<file path="config.mk">
export PLATFORM = sky130hd
export DESIGN_NAME = irqrt_ctrl
export DESIGN_NICKNAME = d
export VERILOG_FILES = /design/src/rtl/irqrt_pkg.sv /design/src/rtl/irqrt_sync.sv /design/src/rtl/irqrt_arbiter.sv /design/src/rtl/irqrt_ctrl.sv
export SDC_FILE = /design/constraint.sdc
export NUM_CORES = 2
export LEC_CHECK = 0
export ABC_AREA = 1
export BUFFER_PORTS_ARGS = -buffer_cell sky130_fd_sc_hd__clkbuf_2
export CAP_MARGIN = 20
export CORE_ASPECT_RATIO = 1.1
export CORE_UTILIZATION = 45
export DETAILED_ROUTE_END_ITERATION = 7
export PLACE_DENSITY = 0.58
export SKIP_CTS_REPAIR_TIMING = 1
export SLEW_MARGIN = 20
export SYNTH_ARGS = -nofsm -noshare
export SYNTH_HDL_FRONTEND = slang
export SYNTH_SLANG_ARGS = --single-unit
</file>
<file path="constraint.sdc">
create_clock -name clk -period 67 [get_ports clk]
set_input_delay 13.4 -clock clk [delete_from_list [all_inputs] [get_ports clk]]
set_output_delay 13.4 -clock clk [all_outputs]
set_load 0.005 [all_outputs]
</file>
<file path="src/rtl/irqrt_pkg.sv">
// Shared constants and the per-entry state record for the routed
// interrupt controller. Assumes at most 64 entries (6-bit routing values).
package irqrt_pkg;
    localparam int MAP_W = 6;

    // Trigger field encodings: bit 1 = active low, bit 0 = edge detect
    localparam logic [1:0] TRIG_LVL_HI = 2'b00;
    localparam logic [1:0] TRIG_RISE   = 2'b01;
    localparam logic [1:0] TRIG_LVL_LO = 2'b10;
    localparam logic [1:0] TRIG_FALL   = 2'b11;

    // Address windows, selected by the top two address bits
    localparam logic [1:0] WIN_MAP = 2'b00;
    localparam logic [1:0] WIN_THR = 2'b01;
    localparam logic [1:0] WIN_ENT = 2'b10;

    typedef struct packed {
        logic       pend;
        logic       en;
        logic [1:0] mode;
        logic [1:0] trig;
        logic       shv;
        logic [2:0] prio;
    } entry_t;
endpackage

</file>
<file path="src/rtl/irqrt_sync.sv">
// Two-stage synchronizer for the asynchronous interrupt inputs.
// Assumes each input is held long enough to be seen by two clock edges.
module irqrt_sync #(
    parameter int WIDTH = 4
) (
    input  logic             clk,
    input  logic             rst_n,
    input  logic [WIDTH-1:0] async_i,
    output logic [WIDTH-1:0] sync_o
);
    logic [WIDTH-1:0] meta_q;
    logic [WIDTH-1:0] stab_q;

    // Shift each input through two flops
    always_ff @(posedge clk) begin
        if (!rst_n) begin
            meta_q <= '0;
            stab_q <= '0;
        end else begin
            meta_q <= async_i;
            stab_q <= meta_q;
        end
    end

    assign sync_o = stab_q;
endmodule

</file>
<file path="src/rtl/irqrt_arbiter.sv">
// Combinational priority pick across all entries: highest level wins,
// lowest index on a tie. The clock is used only by the assertions.
module irqrt_arbiter #(
    parameter int NUM_ENTRY = 48,
    parameter int IDX_W     = 6
) (
    input  logic                      clk,
    input  logic                      rst_n,
    input  logic [NUM_ENTRY-1:0]      elig,
    input  logic [NUM_ENTRY-1:0][2:0] prio,
    output logic                      win_vld,
    output logic [IDX_W-1:0]          win_idx,
    output logic [2:0]                win_prio
);
    // Scan from the top index down; ">=" lets a lower index take a tie
    always_comb begin
        win_vld  = 1'b0;
        win_idx  = '0;
        win_prio = '0;
        for (int e = NUM_ENTRY - 1; e >= 0; e--) begin
            if (elig[e] && (!win_vld || prio[e] >= win_prio)) begin
                win_vld  = 1'b1;
                win_idx  = IDX_W'(e);
                win_prio = prio[e];
            end
        end
    end

    a_r9_winner_eligible: assert property (@(posedge clk) disable iff (!rst_n)
        win_vld |-> ((elig >> win_idx) & NUM_ENTRY'(1)) != '0);
    a_r9_idle_when_none: assert property (@(posedge clk) disable iff (!rst_n)
        !win_vld |-> elig == '0);
endmodule

</file>
<file path="src/rtl/irqrt_ctrl.sv">
// Routed interrupt controller top. Each input has a routing register that
// names an entry; entries detect level or edge with a polarity, hold
// pending/enable/attribute/level, and are arbitrated and threshold-gated
// into one registered request. Assumes NUM_ENTRY <= 64 and
// NUM_ENTRY, NUM_SRC <= 2**(ADDR_W-4).
module irqrt_ctrl
    import irqrt_pkg::*;
#(
    parameter int NUM_SRC   = 4,
    parameter int NUM_ENTRY = 48,
    parameter int ADDR_W    = 12
) (
    input  logic               clk,
    input  logic               rst_n,
    input  logic [NUM_SRC-1:0] src_i,
    input  logic               bus_wr_i,
    input  logic [ADDR_W-1:0]  bus_addr_i,
    input  logic [3:0]         bus_be_i,
    input  logic [31:0]        bus_wdata_i,
    output logic [31:0]        bus_rdata_o,
    output logic               irq_o,
    output logic [5:0]         irq_id_o,
    output logic [2:0]         irq_level_o
);
    localparam int WORD_W = ADDR_W - 4;

    logic [1:0]        win_sel;
    logic [WORD_W-1:0] word_sel;
    assign win_sel  = bus_addr_i[ADDR_W-1 -: 2];
    assign word_sel = bus_addr_i[ADDR_W-3:2];

    logic [NUM_SRC-1:0]              src_s;
    logic [NUM_SRC-1:0][MAP_W-1:0]   map_q;
    logic [7:0]                      thr_q;
    logic [NUM_ENTRY-1:0]            elig;
    logic [NUM_ENTRY-1:0][2:0]       prio;
    logic [NUM_ENTRY-1:0][31:0]      ent_rd;

    irqrt_sync #(.WIDTH(NUM_SRC)) u_sync (
        .clk    (clk),
        .rst_n  (rst_n),
        .async_i(src_i),
        .sync_o (src_s)
    );

    // Routing registers: low six bits of byte lane 0
    for (genvar s = 0; s < NUM_SRC; s++) begin : g_map
        always_ff @(posedge clk) begin
            if (!rst_n)
                map_q[s] <= '0;
            else if (bus_wr_i && win_sel == WIN_MAP && word_sel == WORD_W'(s) && bus_be_i[0])
                map_q[s] <= bus_wdata_i[MAP_W-1:0];
        end
    end

    // Threshold register: byte lane 3 only
    always_ff @(posedge clk) begin
        if (!rst_n)
            thr_q <= '0;
        else if (bus_wr_i && win_sel == WIN_THR && word_sel == '0 && bus_be_i[3])
            thr_q <= bus_wdata_i[31:24];
    end

    for (genvar e = 0; e < NUM_ENTRY; e++) begin : g_ent
        entry_t q;
        logic   lvl;
        logic   prev_q;
        logic   wr_sel;

        assign wr_sel = bus_wr_i && win_sel == WIN_ENT && word_sel == WORD_W'(e);

        // OR of polarity-adjusted inputs routed here; entry 0 takes none
        always_comb begin
            lvl = 1'b0;
            for (int s = 0; s < NUM_SRC; s++) begin
                if (e != 0 && map_q[s] == MAP_W'(e))
                    lvl = lvl | (src_s[s] ^ q.trig[1]);
            end
        end

        // Entry state: configuration bytes, edge history and pending bit
        always_ff @(posedge clk) begin
            if (!rst_n) begin
                q      <= '{pend: 1'b0, en: 1'b0, mode: 2'b11, trig: TRIG_LVL_HI, shv: 1'b0, prio: 3'd0};
                prev_q <= 1'b0;
            end else begin
                prev_q <= lvl;
                if (wr_sel && bus_be_i[1]) q.en <= bus_wdata_i[8];
                if (wr_sel && bus_be_i[2]) begin
                    q.mode <= bus_wdata_i[23:22];
                    q.trig <= bus_wdata_i[18:17];
                    q.shv  <= bus_wdata_i[16];
                end
                if (wr_sel && bus_be_i[3]) q.prio <= bus_wdata_i[31:29];
                if (e == 0)
                    q.pend <= 1'b0;
                else if (!q.trig[0])
                    q.pend <= lvl;
                else if (lvl && !prev_q)
                    q.pend <= 1'b1;
                else if (wr_sel && bus_be_i[0])
                    q.pend <= bus_wdata_i[0];
            end
        end

        assign elig[e]   = q.pend & q.en;
        assign prio[e]   = q.prio;
        assign ent_rd[e] = {q.prio, 5'b0, q.mode, 3'b0, q.trig, q.shv, 7'b0, q.en, 7'b0, q.pend};
    end

    logic             win_vld;
    logic [MAP_W-1:0] win_idx;
    logic [2:0]       win_prio;

    irqrt_arbiter #(.NUM_ENTRY(NUM_ENTRY), .IDX_W(MAP_W)) u_arb (
        .clk     (clk),
        .rst_n   (rst_n),
        .elig    (elig),
        .prio    (prio),
        .win_vld (win_vld),
        .win_idx (win_idx),
        .win_prio(win_prio)
    );

    // Output stage: threshold gate, then register the winner
    always_ff @(posedge clk) begin
        if (!rst_n) begin
            irq_o       <= 1'b0;
            irq_id_o    <= '0;
            irq_level_o <= '0;
        end else if (win_vld && {win_prio, 5'b0} >= thr_q) begin
            irq_o       <= 1'b1;
            irq_id_o    <= win_idx;
            irq_level_o <= win_prio;
        end else begin
            irq_o       <= 1'b0;
            irq_id_o    <= '0;
            irq_level_o <= '0;
        end
    end

    // Read multiplexer over the three windows
    always_comb begin
        bus_rdata_o = '0;
        case (win_sel)
            WIN_MAP: for (int s = 0; s < NUM_SRC; s++)
                         if (word_sel == WORD_W'(s)) bus_rdata_o = {{(32-MAP_W){1'b0}}, map_q[s]};
            WIN_THR: if (word_sel == '0) bus_rdata_o = {thr_q, 24'b0};
            WIN_ENT: for (int e = 0; e < NUM_ENTRY; e++)
                         if (word_sel == WORD_W'(e)) bus_rdata_o = ent_rd[e];
            default: bus_rdata_o = '0;
        endcase
    end

    a_r1_idle_outputs_zero: assert property (@(posedge clk) disable iff (!rst_n)
        !irq_o |-> (irq_id_o == '0 && irq_level_o == '0));
    a_r10_threshold_respected: assert property (@(posedge clk) disable iff (!rst_n)
        irq_o |-> {irq_level_o, 5'b0} >= $past(thr_q));
    a_r12_one_cycle_from_pending: assert property (@(posedge clk) disable iff (!rst_n)
        irq_o |-> (($past(elig) >> irq_id_o) & NUM_ENTRY'(1)) != '0);
    a_r13_null_entry_silent: assert property (@(posedge clk) disable iff (!rst_n)
        irq_o |-> irq_id_o != '0);
    a_r3_reserved_zero: assert property (@(posedge clk) disable iff (!rst_n)
        (win_sel == WIN_ENT) |-> (bus_rdata_o[28:24] == '0 && bus_rdata_o[21:19] == '0 &&
                                  bus_rdata_o[15:9] == '0 && bus_rdata_o[7:1] == '0));
endmodule

</file>
# Yosys cells after proc, flatten, opt, wreduce, memory -nomap -nowiden
# Cells that the tools add are included.
[word_totals]
ff_bits = 577
in_bits = 55
out_inout_bits = 42
wordCells = 2085
[classes]
magnitude_cmp = 48
n_eq_ne = 284
muxes = 527
bitwise_logic = 379
reduce_logical = 497
[op_table]
columns = ["operator", "count"]
rows = [
  ["$mux W32", 49],
  ["$eq A6 B5 Y1 const B", 64],
  ["$eq A6 B6 Y1 const B", 64],
  ["$mux W1", 379],
  ["$logic_and A1 B1 Y1", 347],
  ["$eq A6 B4 Y1 const B", 32],
  ["$xor A1 B1 Y1", 188],
  ["$mux W3", 52],
  ["$ge A3 B3 Y1", 47],
  ["$ne A3 B1 Y1 const B", 47],
  ["$or A1 B1 Y1", 141],
  ["$eq A8 B5 Y1 const B", 16],
  ["$eq A8 B6 Y1 const B", 16],
  ["$mux W6", 20],
  ["$eq A6 B3 Y1 const B", 16],
  ["$pmux W32 S3", 1],
  ["$logic_not A1 Y1", 94],
  ["$mux W5", 16],
  ["$eq A8 B4 Y1 const B", 8],
  ["$and A1 B1 Y1", 48],
  ["$eq A6 B2 Y1 const B", 8],
  ["$logic_or A1 B1 Y1", 47],
  ["$reduce_or A34 Y1", 1],
  ["$eq A8 B3 Y1 const B", 4],
  ["other kinds (17)", 30],
]

# Longest topological paths before layout
[logic_depth]
word_depth = 194
depth_mapped = 456
ltp_nobuf = 456

# Modules after synthesis
# A second synthesis with hierarchy kept.
[unflattened]
cells_unflattened = 5567
hier_area_um2 = 35609.2
[modules_own_cells]
columns = ["module", "n_inst", "cells_per_inst", "area_per_inst_um2", "seq_area_each_um2"]
rows = [
  ["irqrt_ctrl", 1, 4367, 29022.8, 11370.9],
  ["irqrt_arbiter", 1, 1175, 6361.1, 0.0],
  ["irqrt_sync", 1, 25, 225.2, 160.2],
]

# Worst setup path before layout
# No wires, ideal clock.
[synth_path]
kind = "flip-flop to flip-flop"
startpoint = "register g_ent[47].q (netlist bit ent_rd[1504])"
endpoint = "register irq_id_o[3]"
arrival_time_ns = 43.389
required_ns = 66.922
path_slack_ns = 23.533
stages_incl_launch_ff = 451
period_less_slack_ns = 43.467
cell_sequence = "dfxtp_1 -> nand2_2 -> inv_2 -> nand2_1 -> ha_1 -> a21oi_1 -> nand4_1 -> nand2_1 -> inv_1 -> o21ai_0 -> inv_1 -> ha_1 -> a21oi_1 -> nand3_1 -> nand2_2 -> nand3_2 -> and2_1 -> ha_1 -> (+415 left out) -> nand2_1 -> a21oi_1 -> nand2_1 -> nand2_1 -> nand3_2 -> nand2_1 -> inv_1 -> ha_1 -> nand4_1 -> nor3_1 -> o21a_1 -> o21a_1 -> o21ai_0 -> nor2_1 -> nand2_1 -> inv_1 -> nand4_2 -> nor3_1"
[synth_via]
elab_chain_cells = 194
elab_cells_between_ends = 329
[synth_rtl]
columns = ["element", "line_no", "source"]
rows = [
  ["start, declared", "irqrt_ctrl.sv:65", "entry_t q;"],
  ["start signal, assigned", "irqrt_ctrl.sv:84", "q <= '{pend: 1'b0, en: 1'b0, mode: 2'b11, trig: TRIG_LVL_HI, shv: 1'b0, prio: 3'd0};"],
  ["$and A1 B1 Y1 *", "irqrt_ctrl.sv:106", "assign elig[e] = q.pend & q.en;"],
  ["$mux W3 or $mux W1 (tied branches)", "irqrt_arbiter.sv:21", "if (elig[e] && (!win_vld || prio[e] >= win_prio)) begin"],
  ["$ge A3 B3 Y1 or $logic_not A1 Y1 (tied branches)", "irqrt_arbiter.sv:21", ""],
  ["$logic_or A1 B1 Y1", "irqrt_arbiter.sv:21", ""],
  ["$logic_and A1 B1 Y1", "irqrt_arbiter.sv:21", ""],
  ["$mux W3 or $mux W1 (tied branches)", "irqrt_arbiter.sv:21", ""],
  ["$ge A3 B3 Y1 or $logic_not A1 Y1 (tied branches)", "irqrt_arbiter.sv:21", ""],
  ["$logic_or A1 B1 Y1", "irqrt_arbiter.sv:21", ""],
  ["(+179 left out)", "n/a", ""],
  ["$logic_or A1 B1 Y1", "irqrt_arbiter.sv:21", ""],
  ["$logic_and A1 B1 Y1", "irqrt_arbiter.sv:21", ""],
  ["$mux W3 *", "irqrt_arbiter.sv:21", ""],
  ["named net u_arb.win_prio[0]", "irqrt_arbiter.sv:13", "output logic [2:0] win_prio"],
  ["$ge A8 B8 Y1 *", "irqrt_ctrl.sv:131", "end else if (win_vld && {win_prio, 5'b0} >= thr_q) begin"],
  ["$logic_and A1 B1 Y1 *", "irqrt_ctrl.sv:131", ""],
  ["$not A1 Y1 (no source line) *", "n/a", ""],
  ["$reduce_or A10 Y1 (no source line) *", "n/a", ""],
  ["end signal, assigned", "irqrt_ctrl.sv:133", "irq_id_o <= win_idx;"],
  ["end, declared", "irqrt_ctrl.sv:22", "output logic [5:0] irq_id_o,"],
]
# Mark *: on every way through the listed nets, which the timed path passes. The rest lies on a longest branch.
# A chain may end at the register's enable or synchronous reset.

# Final worst setup path
[layout_path]
startpoint = "register g_ent[47].q (netlist bit ent_rd[1504])"
endpoint = "register irq_id_o[5]"
[layout_via]
elab_chain_cells = 194
elab_cells_between_ends = 305
[layout_rtl]
columns = ["element", "line_no"]
rows = [
  ["$and A1 B1 Y1 *", "irqrt_ctrl.sv:106"],
  ["$mux W3 or $mux W1 (tied branches)", "irqrt_arbiter.sv:21"],
  ["$ge A3 B3 Y1 or $logic_not A1 Y1 (tied branches)", "irqrt_arbiter.sv:21"],
  ["$logic_or A1 B1 Y1", "irqrt_arbiter.sv:21"],
  ["$logic_and A1 B1 Y1", "irqrt_arbiter.sv:21"],
  ["$mux W3 or $mux W1 (tied branches)", "irqrt_arbiter.sv:21"],
  ["$ge A3 B3 Y1 or $logic_not A1 Y1 (tied branches)", "irqrt_arbiter.sv:21"],
  ["$logic_or A1 B1 Y1", "irqrt_arbiter.sv:21"],
  ["(+179 left out)", "n/a"],
  ["$logic_or A1 B1 Y1", "irqrt_arbiter.sv:21"],
  ["$logic_and A1 B1 Y1", "irqrt_arbiter.sv:21"],
  ["$mux W3 *", "irqrt_arbiter.sv:21"],
  ["named net u_arb.win_prio[0]", "irqrt_arbiter.sv:13"],
  ["$ge A8 B8 Y1 *", "irqrt_ctrl.sv:131"],
  ["$logic_and A1 B1 Y1 *", "irqrt_ctrl.sv:131"],
  ["$not A1 Y1 (no source line) *", "n/a"],
  ["$reduce_or A34 Y1 (no source line) *", "n/a"],
]
# Marks and branches as above.

==> qor.yml <==
run_status:
  outcome: "finished clean"
cells_and_area:
  design.final.nets: 5266
  layoutNonFillerInstCount: 6192
  fill_cells: 7784
  drive_gt1_share_pct: 10.69
  flow.area_growth_from_synthesis_pct: 10.71
  finalInstanceArea_um2: 38450
placed_design:
  gp_routability_congestion: 1.011
  post_dp_cell_area_um2: 35970
  cell_count_post_placement: 6066
  portBuffers: 70
  preCtsSetupSlack_ns: 16.55
  detailed_place_hpwl_um: 89390
die:
  floorplan.initialDensity_pct: 45.62
  core_area_um2: 76130
  fp.dieArea_um2: 78290
  die_h_um: 293.4
  top_level_ports: 97
  die_width_um: 266.9
  rows: 106
worst_setup_path:
  endpoint_kind: "flop"
  cp.arrival_ns: 50.73
  critical_path.most_common_cell: "sky130_fd_sc_hd__nand2_1"
  crit_slowest_cell: "sky130_fd_sc_hd__a21boi_1"
  r2r-start: "ent_rd[1504]$_SDFFE_PN0P_"
  setup.reg_to_reg.worst_slack_ns: 16.80
  worstSetupPathType: "reg -> reg"
  reg2regPathDepth: 442
  timing.critical_path.from_type: "flop"
  critPathRequiredTime_ns: 67.53
  reg2reg_to: "irq_id_o[5]$_SDFF_PP0_"
  critical_path_buf_inv_count: 81
  worst_path_dominant_cell_family: "simple AND/OR/NAND/NOR gates"
  critical-path-max-stage-delay_ns: 0.80
  critPathMaxFanout: 10
synth:
  top_cell_type_s_share_of_synthesized_area_pct: 33.20
  synth_top_cells_by_count: "817 x sky130_fd_sc_hd__nand2_1, 701 x sky130_fd_sc_hd__o21ai_0, 612 x sky130_fd_sc_hd__nor2_1"
  post-synth-top-area-cell: "sky130_fd_sc_hd__dfxtp_1"
  adder_and_majority_gate_portion_of_the_synthesized_area_pct: 3.639
  post_synth_instance_area_um2: 34730
  count_leader_synth: "sky130_fd_sc_hd__nand2_1"
  ys_ff_latch: 576
  synth.yosys.seq_area_share_pct: 33.20
  synth_simple_gate_area_share_pct: 26.50
  synth_cell_types: 67
  fraction_of_the_mapped_netlist_area_in_compound_gates_pct: 22.46
  postSynthCellCount: 5143
  mean_instance_size_in_the_synthesized_netlist_um2: 6.753
  top_reg_cell_synth: "sky130_fd_sc_hd__dfxtp_1"
  synth-edff-count: 0
  yosys-mux-area-fraction_pct: 0
  postSynth.asyncResetShare_pct: 0
  yosysWarnings: 0
  post_synth_xor_area_fraction_pct: 3.884
  main_combinational_cell_family_by_area_after_synthesis: "simple AND/OR/NAND/NOR gates"
  synth.area.top_cells: "sky130_fd_sc_hd__dfxtp_1 33%, sky130_fd_sc_hd__o21ai_0 10%, sky130_fd_sc_hd__nand2_1 8.8%, sky130_fd_sc_hd__nor2_1 6.6%, sky130_fd_sc_hd__inv_1 6.5%"
sta:
  finalHoldViolCount: 0
  hold-worst-slack_ns: 0.4043
  rsz0062_at_grt: "false"
  achievable-frequency_mhz: 19.92
  slew_headroom_pct: 19.95
  skew_ns: 0.02843
  setup_viol: 0
  fin_crit_ns: 50.20
  post-route-period-util_pct: 74.92
  post-route-worst-setup-slack_ns: 16.80
  fin_setup_tns_ns: 0
  worst_slew_pin_slew_ns: 1.201
  report.final.slew_viol_count: 0
detailed_routing:
  drt_wl_total_um: 122100
  detail_route.drc_violations: 0
  ant_nets: 0
  detail_route.first_pass.iterations: 6
  dr_wl_met3_um: 6453
  m1WireLength_um: 53290
  vias: 33877
  maxUsedRoutingLayer: "met5"
  route.detailed.wl_per_inst_um: 19.72
  viasPerCell: 5.471
  drt-initial-drc-count: 2734
  met2_length_um: 57680
clock_tree:
  reg_clk_slew_reported_paths_ns: 0.06
  cts.htree.levels: 3
  insertion_delay_ns: 0.63
  cts_buffers: 68
  tritoncts: "built"
  root_buf_cell: "sky130_fd_sc_hd__clkbuf_16"
  number_of_sinks_on_the_clock_net: 576
  clk_path_buf_depth: 3
pwr:
  pwr_density_cell_nw_per_um2: 20.40
  p_leak_nw: 16.27
  peakVddDrop_uv: 18.48
worst_hold_path:
  hold_path.startpoint: "u_sync.meta_q[3]$_SDFF_PN0_"
  worst_hold_depth: 2
  hold-path-endpoint: "u_sync.sync_o[3]$_SDFF_PN0_"
  classification_of_the_worst_slack_hold_path: "reg -> reg"
global_routing:
  overflow: 0
  grt_max_degree: 203
  groute.usage.overall_pct: 31.12
  antenna_found_initial: 6
  wire_length_of_the_first_global_routing_pass_um: 189100
  first_global_vias: 32096
job:
  max_cap_violations: 0
-- metrics by stage --
| step | utilization (%) | total power, W |
|---|---|---|
| 5_1_grt | 50.50 | 0.0008056 |
| 2_1_floorplan | - | 0.0003696 |
| 6_report | 50.51 | 0.0007843 |
| 3_5_place_dp | 47.24 | 0.0003817 |
| 4_1_cts | 50.50 | 0.0007895 |
| 3_3_place_gp | 47.24 | 0.0003816 |
-- sequential cells by signal, indices dropped and copies added, names as in the netlist --
signal	flops
ent_rd	479
g_ent.prev_q	47
map_q	24
thr_q	8
irq_id_o	6
u_sync.meta_q	4
u_sync.sync_o	4
irq_level_o	3
irq_o	1
-- where the power goes --
part	internal [W]	total (W)	switching (W)
Combinational	0.00000628	0.0000315	0.0000252
Sequential	0.000343	0.000343	0.000000183
Clock	0.000253	0.000410	0.000157
Total	0.000602	0.000784	0.000182
-- placed cells by master (no fill, tap or decap), drive strengths merged, types with 12 or more instances in the layout --
master	netlist	routed
a21oi	382	382
a221oi	71	71
a31oi	31	31
a32o	44	44
buf	52	66
bufinv	4	14
clkbuf	197	164
clkinv	14	28
conb	1	12
dfxtp	576	576
ha	101	101
inv	628	633
nand2	991	991
nand3	354	354
nand4	19	19
nor2	623	623
nor3	26	26
nor4	13	13
o2111ai	12	12
o211ai	19	19
o21ai	706	706
o221ai	17	17
o22ai	18	18
or2	15	15
xnor2	69	69
xor2	85	85
-- worst reg2reg max path: cells and delay by family, from the launching register on --
family	cells	cell delay [ns]
compound gates	92	13.50
fa+ha+maj	46	13.19
buf+inv	81	4.82
flops	1	0.37
simple gates	223	17.99
-- logic make-up after synthesis --
family / Yosys count
adders and majority gates: 101
and+or+nand+nor: 2048
xor gates and xnor gates: 154
AOI/OAI and AO/OA: 1368
DFF: 576
buffers and inverters: 895
other: 1
-- per-layer routing --
metal	GRT usage [%]	up-vias
li1	-	16992
met1	39.77	15744
met2	52.93	920
met3	3.855	215
met4	12.35	6
met5	0	-
-- how the worst max path moves through the flow --
stage | start | endpoint | slack (ns) | cells after the start
3_3_place_gp | ent_rd[1512]$_SDFFE_PN0P_ | irq_id_o[3]$_SDFF_PP0_ | 17.09 | 442
5_1_grt | ent_rd[1504]$_SDFFE_PN0P_ | irq_id_o[3]$_SDFF_PP0_ | 9.65 | 451
4_1_cts | ent_rd[1512]$_SDFFE_PN0P_ | irq_id_o[5]$_SDFF_PP0_ | 16.31 | 442
2_1_floorplan | ent_rd[1504]$_SDFFE_PN0P_ | irq_id_o[3]$_SDFF_PP0_ | 23.53 | 450
3_5_place_dp | ent_rd[1512]$_SDFFE_PN0P_ | irq_id_o[5]$_SDFF_PP0_ | 16.55 | 442
6_report | ent_rd[1504]$_SDFFE_PN0P_ | irq_id_o[5]$_SDFF_PP0_ | 16.80 | 442
-- final cells by class --
class / count / area, µm² / share of cell area, %
Multi-Input combinational cell: 3683 / 19690 / 51.21
Sequential cell: 576 / 11540 / 30.00
Inverter: 646 / 2599 / 6.759
Clock buffer: 95 / 2047 / 5.324
Tap cell: 1026 / 1284 / 3.339
Timing Repair Buffer: 135 / 860.8 / 2.239
Clock inverter: 30 / 429.2 / 1.116
Antenna cell: 1 / 2.502 / 0.006508
Note: power is estimated with default switching activity, not from simulation.
